$ cat src/rtl/irq_combiner.sv
module irq_combiner #(
  parameter int DATA_W = 8,
  parameter int VEC_W  = 15,
  parameter int L1_BIT = 0,
  parameter int L2_BIT = 3,
  parameter int L3_BIT = 4,
  parameter int L4_BIT = 7,
  parameter int L5_BIT = 12,
  parameter int L6_BIT = 13
) (
  input  logic              clk,
  input  logic              rst_n,
  input  logic              bus_sel,
  input  logic              bus_we,
  input  logic [1:0]        bus_addr,
  input  logic [DATA_W-1:0] bus_wdata,
  output logic [DATA_W-1:0] bus_rdata,
  input  logic              vblank_in,
  input  logic              fdc_irq_in,
  input  logic              fdc_en_in,
  input  logic              scsi_irq_in,
  input  logic              tmr_pend_in,
  input  logic              tmr_en_in,
  input  logic              kbd_rcv_in,
  input  logic              kbd_en_in,
  output logic [VEC_W-1:0]  irq_vec_o
);
  localparam int SRC_W = 4;

  logic [SRC_W-1:0] en_r, pend_r, pend_nx;
  logic             scsi_q;
  logic [VEC_W-1:0] req;

  wire wr_en    = bus_sel & bus_we & (bus_addr == 2'd0);
  wire wr_pend  = bus_sel & bus_we & (bus_addr == 2'd1);
  wire wr_force = bus_sel & bus_we & (bus_addr == 2'd2);
  wire [SRC_W-1:0] hit = en_r & pend_r;

  always_comb begin
    pend_nx = pend_r;
    if (wr_pend)  pend_nx = bus_wdata[SRC_W-1:0];
    if (wr_force) pend_nx = pend_nx | bus_wdata[SRC_W-1:0];
    if (scsi_irq_in != scsi_q) pend_nx[1] = scsi_irq_in;
  end

  always_comb begin
    req = '0;
    if (en_r[0]) begin
      req[L1_BIT] = req[L1_BIT] | hit[0] | (tmr_pend_in & tmr_en_in) | (kbd_rcv_in & kbd_en_in);
      req[L4_BIT] = req[L4_BIT] | hit[1];
      req[L2_BIT] = req[L2_BIT] | hit[2];
      req[L6_BIT] = req[L6_BIT] | hit[3];
      req[L3_BIT] = req[L3_BIT] | vblank_in;
      req[L5_BIT] = req[L5_BIT] | (fdc_irq_in & fdc_en_in);
    end
  end

  always_ff @(posedge clk) begin
    if (!rst_n) begin
      en_r      <= '0;
      pend_r    <= '0;
      scsi_q    <= 1'b0;
      irq_vec_o <= '0;
    end else begin
      if (wr_en) en_r <= bus_wdata[SRC_W-1:0];
      pend_r    <= pend_nx;
      scsi_q    <= scsi_irq_in;
      irq_vec_o <= req;
    end
  end

  always_comb begin
    case (bus_addr)
      2'd0:    bus_rdata = DATA_W'(en_r);
      2'd1:    bus_rdata = DATA_W'(pend_r);
      default: bus_rdata = '0;
    endcase
  end
endmodule

$ cat config.mk
export PLATFORM = sky130hd
export DESIGN_NAME = irq_combiner
export DESIGN_NICKNAME = d
export VERILOG_FILES = /design/src/rtl/irq_combiner.sv
export SDC_FILE = /design/constraint.sdc
export NUM_CORES = 1
export LEC_CHECK = 0
export BUFFER_PORTS_ARGS = -buffer_cell sky130_fd_sc_hd__clkbuf_2
export CORE_MARGIN = 4
export CORE_UTILIZATION = 42
export DETAILED_ROUTE_END_ITERATION = 8
export GPL_TIMING_DRIVEN = 0
export PLACE_DENSITY = 0.79
export SYNTH_ARGS = -nofsm -noshare
export SYNTH_HDL_FRONTEND = slang
export SYNTH_SLANG_ARGS = --single-unit
$ cat constraint.sdc
create_clock -name clk -period 2.6 [get_ports clk]
set_input_delay 0 -clock clk [delete_from_list [all_inputs] [get_ports clk]]
set_output_delay 0 -clock clk [all_outputs]
set_load 0.05 [all_outputs]
Word level (Yosys, flattened, before mapping). Index checks and enable logic that the tools add are counted.

Register bits: 24. Bits of input ports: 22. Output and inout bits: 23. Word-level logic and storage cells: 25.

Eq/ne operators: 3. Muxes and demuxes: 4. Bitwise gates (word level): 11. Reductions and logical operators: 2.

Operator list (count): 4-bit two-way mux (2); 4-bit one-hot mux with 2 select lines (1); 1-bit bitwise AND (7); 4-bit bitwise AND (1); 4-bit OR (1); 2-bit by 1-bit == test with 1-bit output (second input constant) (1); 2-bit == test (second input constant) (1); 2-bit zero test (1); 1-bit OR (2); 2-bit AND reduction (1); 1-bit two-way mux (1); 1-bit != test (1).

Longest topological paths before layout. Gate-level depths: netlist (run 1).

Word-level depth: 6. Depth in mapped cells: 5. Gate-level depth less buffers: 3.

Worst setup path after synthesis (run 1). OpenSTA, ideal clock, no wires.

Kind: reg2out. Start point: register en_r[0]. End point: output bus_rdata[0]. Arrival: 1.040 ns. Required time: 2.600 ns. Slack: 1.560 ns. Stages on the path, launching flop included: 3. Buffers on the path: 0. Cell sequence: dfxtp_1 > mux2i_1 > nor2_1.

Longest elaborated chain between the ends: 1.

Ends and longest elaborated chain: start, declared (line 30) `logic [SRC_W-1:0] en_r, pend_r, pend_nx;`; start signal, assigned (line 65) `if (wr_en) en_r <= bus_wdata[SRC_W-1:0];`; 4-bit one-hot mux with 2 select lines (line 73) `case (bus_addr)`; end, declared (line 17) `output logic [DATA_W-1:0] bus_rdata,`.

No other way between the ends.

Final worst setup path (run 1).
Start point: register scsi_q. End point: register pend_r[1].

Longest elaborated chain between the ends: 2.

Ends and longest elaborated chain: start, declared (line 31) `logic scsi_q;`; start signal, assigned (line 67) `scsi_q <= scsi_irq_in;`; 1-bit != test (line 43) `if (scsi_irq_in != scsi_q) pend_nx[1] = scsi_irq_in;`; 1-bit two-way mux (line 43); end signal, assigned (line 66) `pend_r <= pend_nx;`; end, declared (line 30).

No other way between the ends. A chain may end at the register's enable or synchronous reset.

==> results.tsv, run 1 <==
metric	value	unit
Simple-Gate Fraction of Synth Area	0.1818	
WHS	171.7	ps
remaining antenna violation count	0	
routability cong.	0.7756	
PortBufs	26	
first-pass GRT wire length	3.049	mm
CTS tree	yes	
Worst Path Arrival	1660	ps
io pins	45	
DRC	0	
mux share of post-synthesis cell area	0.1119	
fill cell count	115	
setup bufs post-CTS	0	
top cells by area, synth	dfxtp_1 (42%), buf_4 (15%), mux2i_1 (11%)	
max-cap check violation count	0	
class of the worst hold path	primary input to register	
Final Hold Vio Count	0	
Setup TNS	0	ps
synth cell count leaders	dfxtp_1 (15), buf_4 (14), nor2_1 (11)	
CP bufs+invs	2	
Max Slew Vio Count	0	
DRT Pass-1 Iters	5	
Period minus WS final	1426	ps
Post-synth EDFFs	0	
Ant. Diodes	0	
largest net degree at the start of global routing	10	
die area	0.002429	sq mm
CTS Sinks	15	
post-synth top area cell	dfxtp_1	
final setup fails	0	
Distinct cells, synth	20	
Final Power	501.6	uW
clock skew	4.677	ps
worst-skew pair later-pin latency	290	ps
layout cell share with drive strength beyond 1	0.3750	
Core ar.	0.001559	sq mm
Synth Area in Compound Gates	0.08566	
post-synth top area share	0.4196	
synthesized area	715.7	sq um
Vias	697	
syn avg cell area	9.804	sq um
vias in the first global route	688	
cell with the most instances after synthesis	dfxtp_1	
CP peak stage delay	580	ps
Area Growth Syn to Fin	49.30	%
RSZ-0062 raised after global routing	no	
Tcrit/Tclk final	0.5485	
CP Data Required Time	2840	ps
die width	49.28	um
largest family of logic cells by synthesized area	simple AND/OR/NAND/NOR gates	
clock buffer depth	2	
All-Layer GR Usage	0.1636	
H-tree depth	1	
PD cells	469.4	mW/mm^2
Root Driver	clkbuf_4	
DRT Wirelength	1.799	mm
CP max stage cell	dlygate4sd3_1	
Final #Nets	151	
xor/xnor share of the synthesized area	0.02273	
Ys Warns	0	
Vias/cell	4.840	
Synth Instances	73	
CTS Buf Count	3	
row cnt	14	
DRT iter0 DRCs	22	
adder-cell share of the synthesized area	0	
worst path cell trace	inv_1, o22ai_1, a221oi_2, dlygate4sd3_1	
wire per inst	12.49	um
Initial Utilization	0.4591	
Synth Register Bits	15	
status	completed	
ys flop type	dfxtp_1	
critical path fanouts, max	3	
sequential area share after synthesis	0.4196	
initial antenna violation count	0	
CP Launch Type	register	
crit path kind	register to register	
Top Family by Delay on Critical Path	buffers and inverters	
total grt overflow	0	
post-synthesis async set-or-reset flop share	0	
Placed Area	910.9	sq um
crit end category	register	
Max Clk Rate	701.3	MHz
Peak VDD IR	0.0003257	V
post-DP HPWL	1.272	mm
die height	49.28	um
clock transition at the registers of the reported paths	90	ps
Final Cell Area	0.001069	sq mm
P_leak	0.0005621	uW
==> stage by stage <==
step                      worst slack [ps]  utilization  instances
final                                 1174       0.6854        144
after global routing                  1125       0.6854        144
after CTS                             1194       0.6854        144
after detailed placement              1584       0.5843        127
after global placement                1621       0.5843        127
after floorplan                       1560            -         85
==> layout make-up <==
| cell class | count | area [sq um] | area share |
|---|---|---|---|
| clock buffer | 3 | 22.52 | 0.02108 |
| timing repair buffer | 39 | 260.3 | 0.2436 |
| inverter | 2 | 7.507 | 0.007026 |
| buffer | 15 | 116.4 | 0.1089 |
| clock inverter | 1 | 5.005 | 0.004684 |
| multi-input combinational | 53 | 336.6 | 0.3150 |
| tap | 16 | 20.02 | 0.01874 |
| sequential | 15 | 300.3 | 0.2810 |
==> worst min-delay path: cells and delay by family <==
family,cells,cell delay [ps]
buffers and inverters,1,100
AND/OR/NAND/NOR,2,250
AO/OA/AOI/OAI,1,80
==> sequential cells by signal, indices dropped and copies added (netlist names) <==
signal	flops
en_r	4
irq_vec_o	6
pend_r	4
scsi_q	1
==> cell usage in the layout, fill, tap and decap left out <==
master         count
a21oi_1            1
a221oi_1           1
a221oi_2           1
a32oi_1            3
and2_1             3
and3_1             5
buf_4             14
buf_6              1
clkbuf_2          26
clkbuf_4           3
clkinv_2           1
conb_1            13
dfxtp_1           15
dlygate4sd3_1     13
inv_1              2
mux2i_1            8
nand2_1            1
nand3_2            1
nand4b_1           1
nor2_1            11
nor2b_1            1
nor4bb_1           1
o22ai_1            1
xor2_2             1
==> final timing paths <==
path                         from                      end  slack (ps)  cells after the start
max             scsi_q$_SDFF_PN0_     pend_r[1]$_SDFF_PN0_        1170                      4
min                       bus_sel     pend_r[0]$_SDFF_PN0_         170                      4
max reg2reg     scsi_q$_SDFF_PN0_     pend_r[1]$_SDFF_PN0_        1170                      4
min reg2reg  en_r[2]$_SDFFE_PN0P_  irq_vec_o[3]$_SDFF_PN0_         510                      1
==> cell families (layout without fill, tap and decap cells) <==
kind of cell    count (synthesis)  in the layout
mux                             8              8
compound gates                  7              7
xor+xnor                        1              1
simple gates                   24             24
buf+inv                        17             60
other cells                     1             13
flops                          15             15
==> metal layers <==
layer,global-route usage,up-vias,routed length [um]
met5,0,-,0
met4,0.08057,0,21
met3,0.06116,4,197
met2,0.2924,47,909
met1,0.1639,310,672
li1,-,336,-
==> what timing repair did <==
action	in CTS	in global routing
hold buffers	13	0
endpoints found under the setup margin	0	0
resized for setup	0	0
hold endpoints to repair	9	0
==> where the power goes <==
part	internal, uW	switching [uW]
logic	50.0	78.4
clock network	57.3	76.4
registers	235	4.14
Note: power is estimated with default switching activity, not from simulation.
==> run 2, diff against run 1 <==
--- a/config.mk
+++ b/config.mk
@@ -5,12 +5,13 @@
 export SDC_FILE = /design/constraint.sdc
 export NUM_CORES = 1
 export LEC_CHECK = 0
+export ABC_AREA = 1
 export BUFFER_PORTS_ARGS = -buffer_cell sky130_fd_sc_hd__clkbuf_2
 export CORE_MARGIN = 4
-export CORE_UTILIZATION = 42
+export CORE_UTILIZATION = 36
 export DETAILED_ROUTE_END_ITERATION = 8
 export GPL_TIMING_DRIVEN = 0
-export PLACE_DENSITY = 0.79
+export PLACE_DENSITY = 0.72
 export SYNTH_ARGS = -nofsm -noshare
 export SYNTH_HDL_FRONTEND = slang
 export SYNTH_SLANG_ARGS = --single-unit
==> constraint.sdc (replaced) <==
create_clock -name clk -period 1.2 [get_ports clk]
set_input_delay 0 -clock clk [delete_from_list [all_inputs] [get_ports clk]]
set_output_delay 0 -clock clk [all_outputs]
set_load 0.05 [all_outputs]
==> run 2 against run 1 <==
The flow now finishes with violations (hold timing). Total power is 110% higher. Non-clock buffer count is 7 lower. Synthesized area is 1.9% lower. Sequential power is 120% higher. Sequential cell count stayed put. Largest cell class unchanged. Cell area is 5.5% lower. Core utilization is 12 points lower. Worst setup slack worse by 1100 ps. Register-to-register slack worse by 760 ps. Critical endpoint is now bus_rdata[1]. Highest routed layer unchanged.
==> results.tsv, run 2 <==
metric	value	unit	change
io pins	45		unchanged
Vias/cell	4.059		was 4.840
most common cell after layout, fill and taps aside	clkbuf_2		unchanged
pre-CTS setup slack	343.7	ps	was 1584 ps
Peak VDD IR	0.0004879	V	was 0.0003257 V
Core ar.	0.001783	sq mm	was 0.001559 sq mm
WHS	-1.474	ps	was 171.7 ps
first-pass GRT wire length	2.283	mm	was 3.049 mm
RSZ-0062 raised after global routing	no		unchanged
ys flop type	dfxtp_1		unchanged
post-DP HPWL	1.161	mm	was 1.272 mm
Period minus WS final	1158	ps	
Setup TNS	0	ps	unchanged
vias in the first global route	598		was 688
Max Slew Vio Count	0		unchanged
die width	52.16	um	was 49.28 um
violated checks	hold timing		
Ys Warns	0		unchanged
post-layout util	0.5663		was 0.6854
DRT Wirelength	1.492	mm	was 1.799 mm
remaining antenna violation count	0		unchanged
synthesized area	701.9	sq um	was 715.7 sq um
post-synth top area cell	dfxtp_1		unchanged
total grt overflow	0		unchanged
P_leak	0.0005308	uW	was 0.0005621 uW
Worst Path Arrival	1160	ps	was 1660 ps
Initial Utilization	0.3937		was 0.4591
DRT iter0 DRCs	10		was 22
sequential area share after synthesis	0.4278		was 0.4196
top cells by area, synth	dfxtp_1 (43%), buf_4 (14%), inv_1 (7.5%)		was dfxtp_1 (42%), buf_4 (15%), mux2i_1 (11%)
Distinct cells, synth	17		was 20
Regs by FF count	irq_vec_o (6), en_r (4), pend_r (4)		unchanged
PnR worst setup slack	42.18	ps	was 1174 ps
Ant. Diodes	0		unchanged
Critical Path End	bus_rdata[1]		was pend_r[1]$_SDFF_PN0_
Reg with most FFs	irq_vec_o		unchanged
crit path kind	register to output port		was register to register
Final #Nets	167		was 151
commonest non-fill, non-tap cells in the layout	clkbuf_2 (25), dfxtp_1 (15), inv_1 (14), nand2_1 (14)		was clkbuf_2 (26), dfxtp_1 (15), buf_4 (14)
CTS Sinks	15		unchanged
post-synthesis async set-or-reset flop share	0		unchanged
synth cell count leaders	dfxtp_1 (15), inv_1 (14), nand2_1 (14)		was dfxtp_1 (15), buf_4 (14), nor2_1 (11)
worst-skew pair later-pin latency	280	ps	was 290 ps
die height	52.16	um	was 49.28 um
CTS Buf Count	3		unchanged
CP Launch Type	register		unchanged
clock transition at the registers of the reported paths	80	ps	was 90 ps
PortBufs	27		was 26
Reg-to-Reg Start	en_r[0]$_SDFFE_PN0P_		was scsi_q$_SDFF_PN0_
max-cap check violation count	0		unchanged
Tcrit/Tclk final	0.9649		
CP Data Required Time	1200	ps	was 2840 ps
All-Layer GR Usage	0.1116		was 0.1636
crit end category	output port		was register
layout cell share with drive strength beyond 1	0.3611		was 0.3750
Final Hold Vio Count	1		was 0
reg2reg path depth	3		was 4
Area Growth Syn to Fin	43.85	%	was 49.30%
clock buffer depth	2		unchanged
routability cong.	0.7723		was 0.7756
clock skew	4.239	ps	was 4.677 ps
die area	0.002720	sq mm	was 0.002429 sq mm
final setup fails	0		unchanged
row cnt	15		was 14
cell with the most instances after synthesis	dfxtp_1		unchanged
Synth Instances	94		was 73
status	complete, but fails checks		was completed
Root Driver	clkbuf_4		unchanged
class of the worst hold path	primary input to register		unchanged
syn avg cell area	7.467	sq um	was 9.804 sq um
r2r setup slk	410	ps	was 1170 ps
RR Endpoint	irq_vec_o[0]$_SDFF_PN0_		was pend_r[1]$_SDFF_PN0_
max FFs per register	6		unchanged
largest net degree at the start of global routing	9		was 10
CTS tree	yes		unchanged
Synth Register Bits	15		unchanged
Max Clk Rate	863.7	MHz	
fill cell count	176		was 115
initial antenna violation count	0		unchanged
Vias	686		was 697
critical path startpoint	pend_r[1]$_SDFF_PN0_		was scsi_q$_SDFF_PN0_
wire per inst	8.828	um	was 12.49 um
critical path fanouts, max	2		was 3
DRT Pass-1 Iters	4		was 5
DRC	0		unchanged
post-synth top area share	0.4278		was 0.4196
H-tree depth	1		unchanged
PD cells	1047	mW/mm^2	was 469.4 mW/mm^2
Post-synth EDFFs	0		unchanged
==> run 2: area by class of cell <==
type,count,area (sq um),share of cell area
clock buffers,4,26.28,0.02602
plain buffers,13,97.59,0.09665
well taps,25,31.28,0.03098
repair buffers,34,205.2,0.2032
inverters,16,60.06,0.05948
multi-input cells,62,289.0,0.2862
flip-flops and latches,15,300.3,0.2974
==> run 2: worst max-delay path: stages, from the launching register on <==
cell and delay, ps:
dfxtp_1 350, inv_1 60, o22ai_1 170, clkbuf_2 300
==> run 2: logic make-up after synthesis <==
kind of cell | share of synthesized area
AND/OR/NAND/NOR | 0.2050
AO/OA/AOI/OAI | 0.1373
other | 0.005342
buffers and inverters | 0.2246
flip-flops | 0.4278
==> run 2: timing repair <==
item	4_1_cts	5_1_grt
setup buffers	0	0
endpoints found under the setup margin	0	2
hold endpoints to repair	6	0
gates resized for setup	0	2
hold buffers	7	0
==> run 2: through the flow <==
step | power [uW] | instances | area [sq um]
floorplan | 717.1 | 106 | 747.0
global placement | 763.3 | 158 | 913.4
detailed placement | 765.9 | 158 | 913.4
CTS | 1062 | 169 | 1010
global route | 1104 | 169 | 1010
finish | 1058 | 169 | 1010
==> run 2: report_power, final <==
part	switching (uW)	internal, uW
registers	5.30	510
logic	170	88.8
clock network	154	129
total	330	728
==> run 2: how the worst min path moves through the flow <==
| stage | from | endpoint | slack, ps | depth (start not counted) |
|---|---|---|---|---|
| 5_1_grt | bus_wdata[1] | en_r[1]$_SDFFE_PN0P_ | 5 | 3 |
| 3_3_place_gp | vblank_in | irq_vec_o[4]$_SDFF_PN0_ | 200 | 3 |
| 3_5_place_dp | vblank_in | irq_vec_o[4]$_SDFF_PN0_ | 200 | 3 |
| 2_1_floorplan | rst_n | scsi_q$_SDFF_PN0_ | 90 | 2 |
| 6_report | rst_n | scsi_q$_SDFF_PN0_ | -1 | 3 |
| 4_1_cts | rst_n | scsi_q$_SDFF_PN0_ | 0.9 | 3 |
==> run 2: layer usage <==
layer | share of wire | GRT usage | vias to the layer above
met5 | 0 | 0 | -
met1 | 0.41 | 0.1294 | 289
li1 | - | - | 371
met4 | 0.015 | 0.06383 | 0
met2 | 0.51 | 0.1987 | 24
met3 | 0.065 | 0.008596 | 2
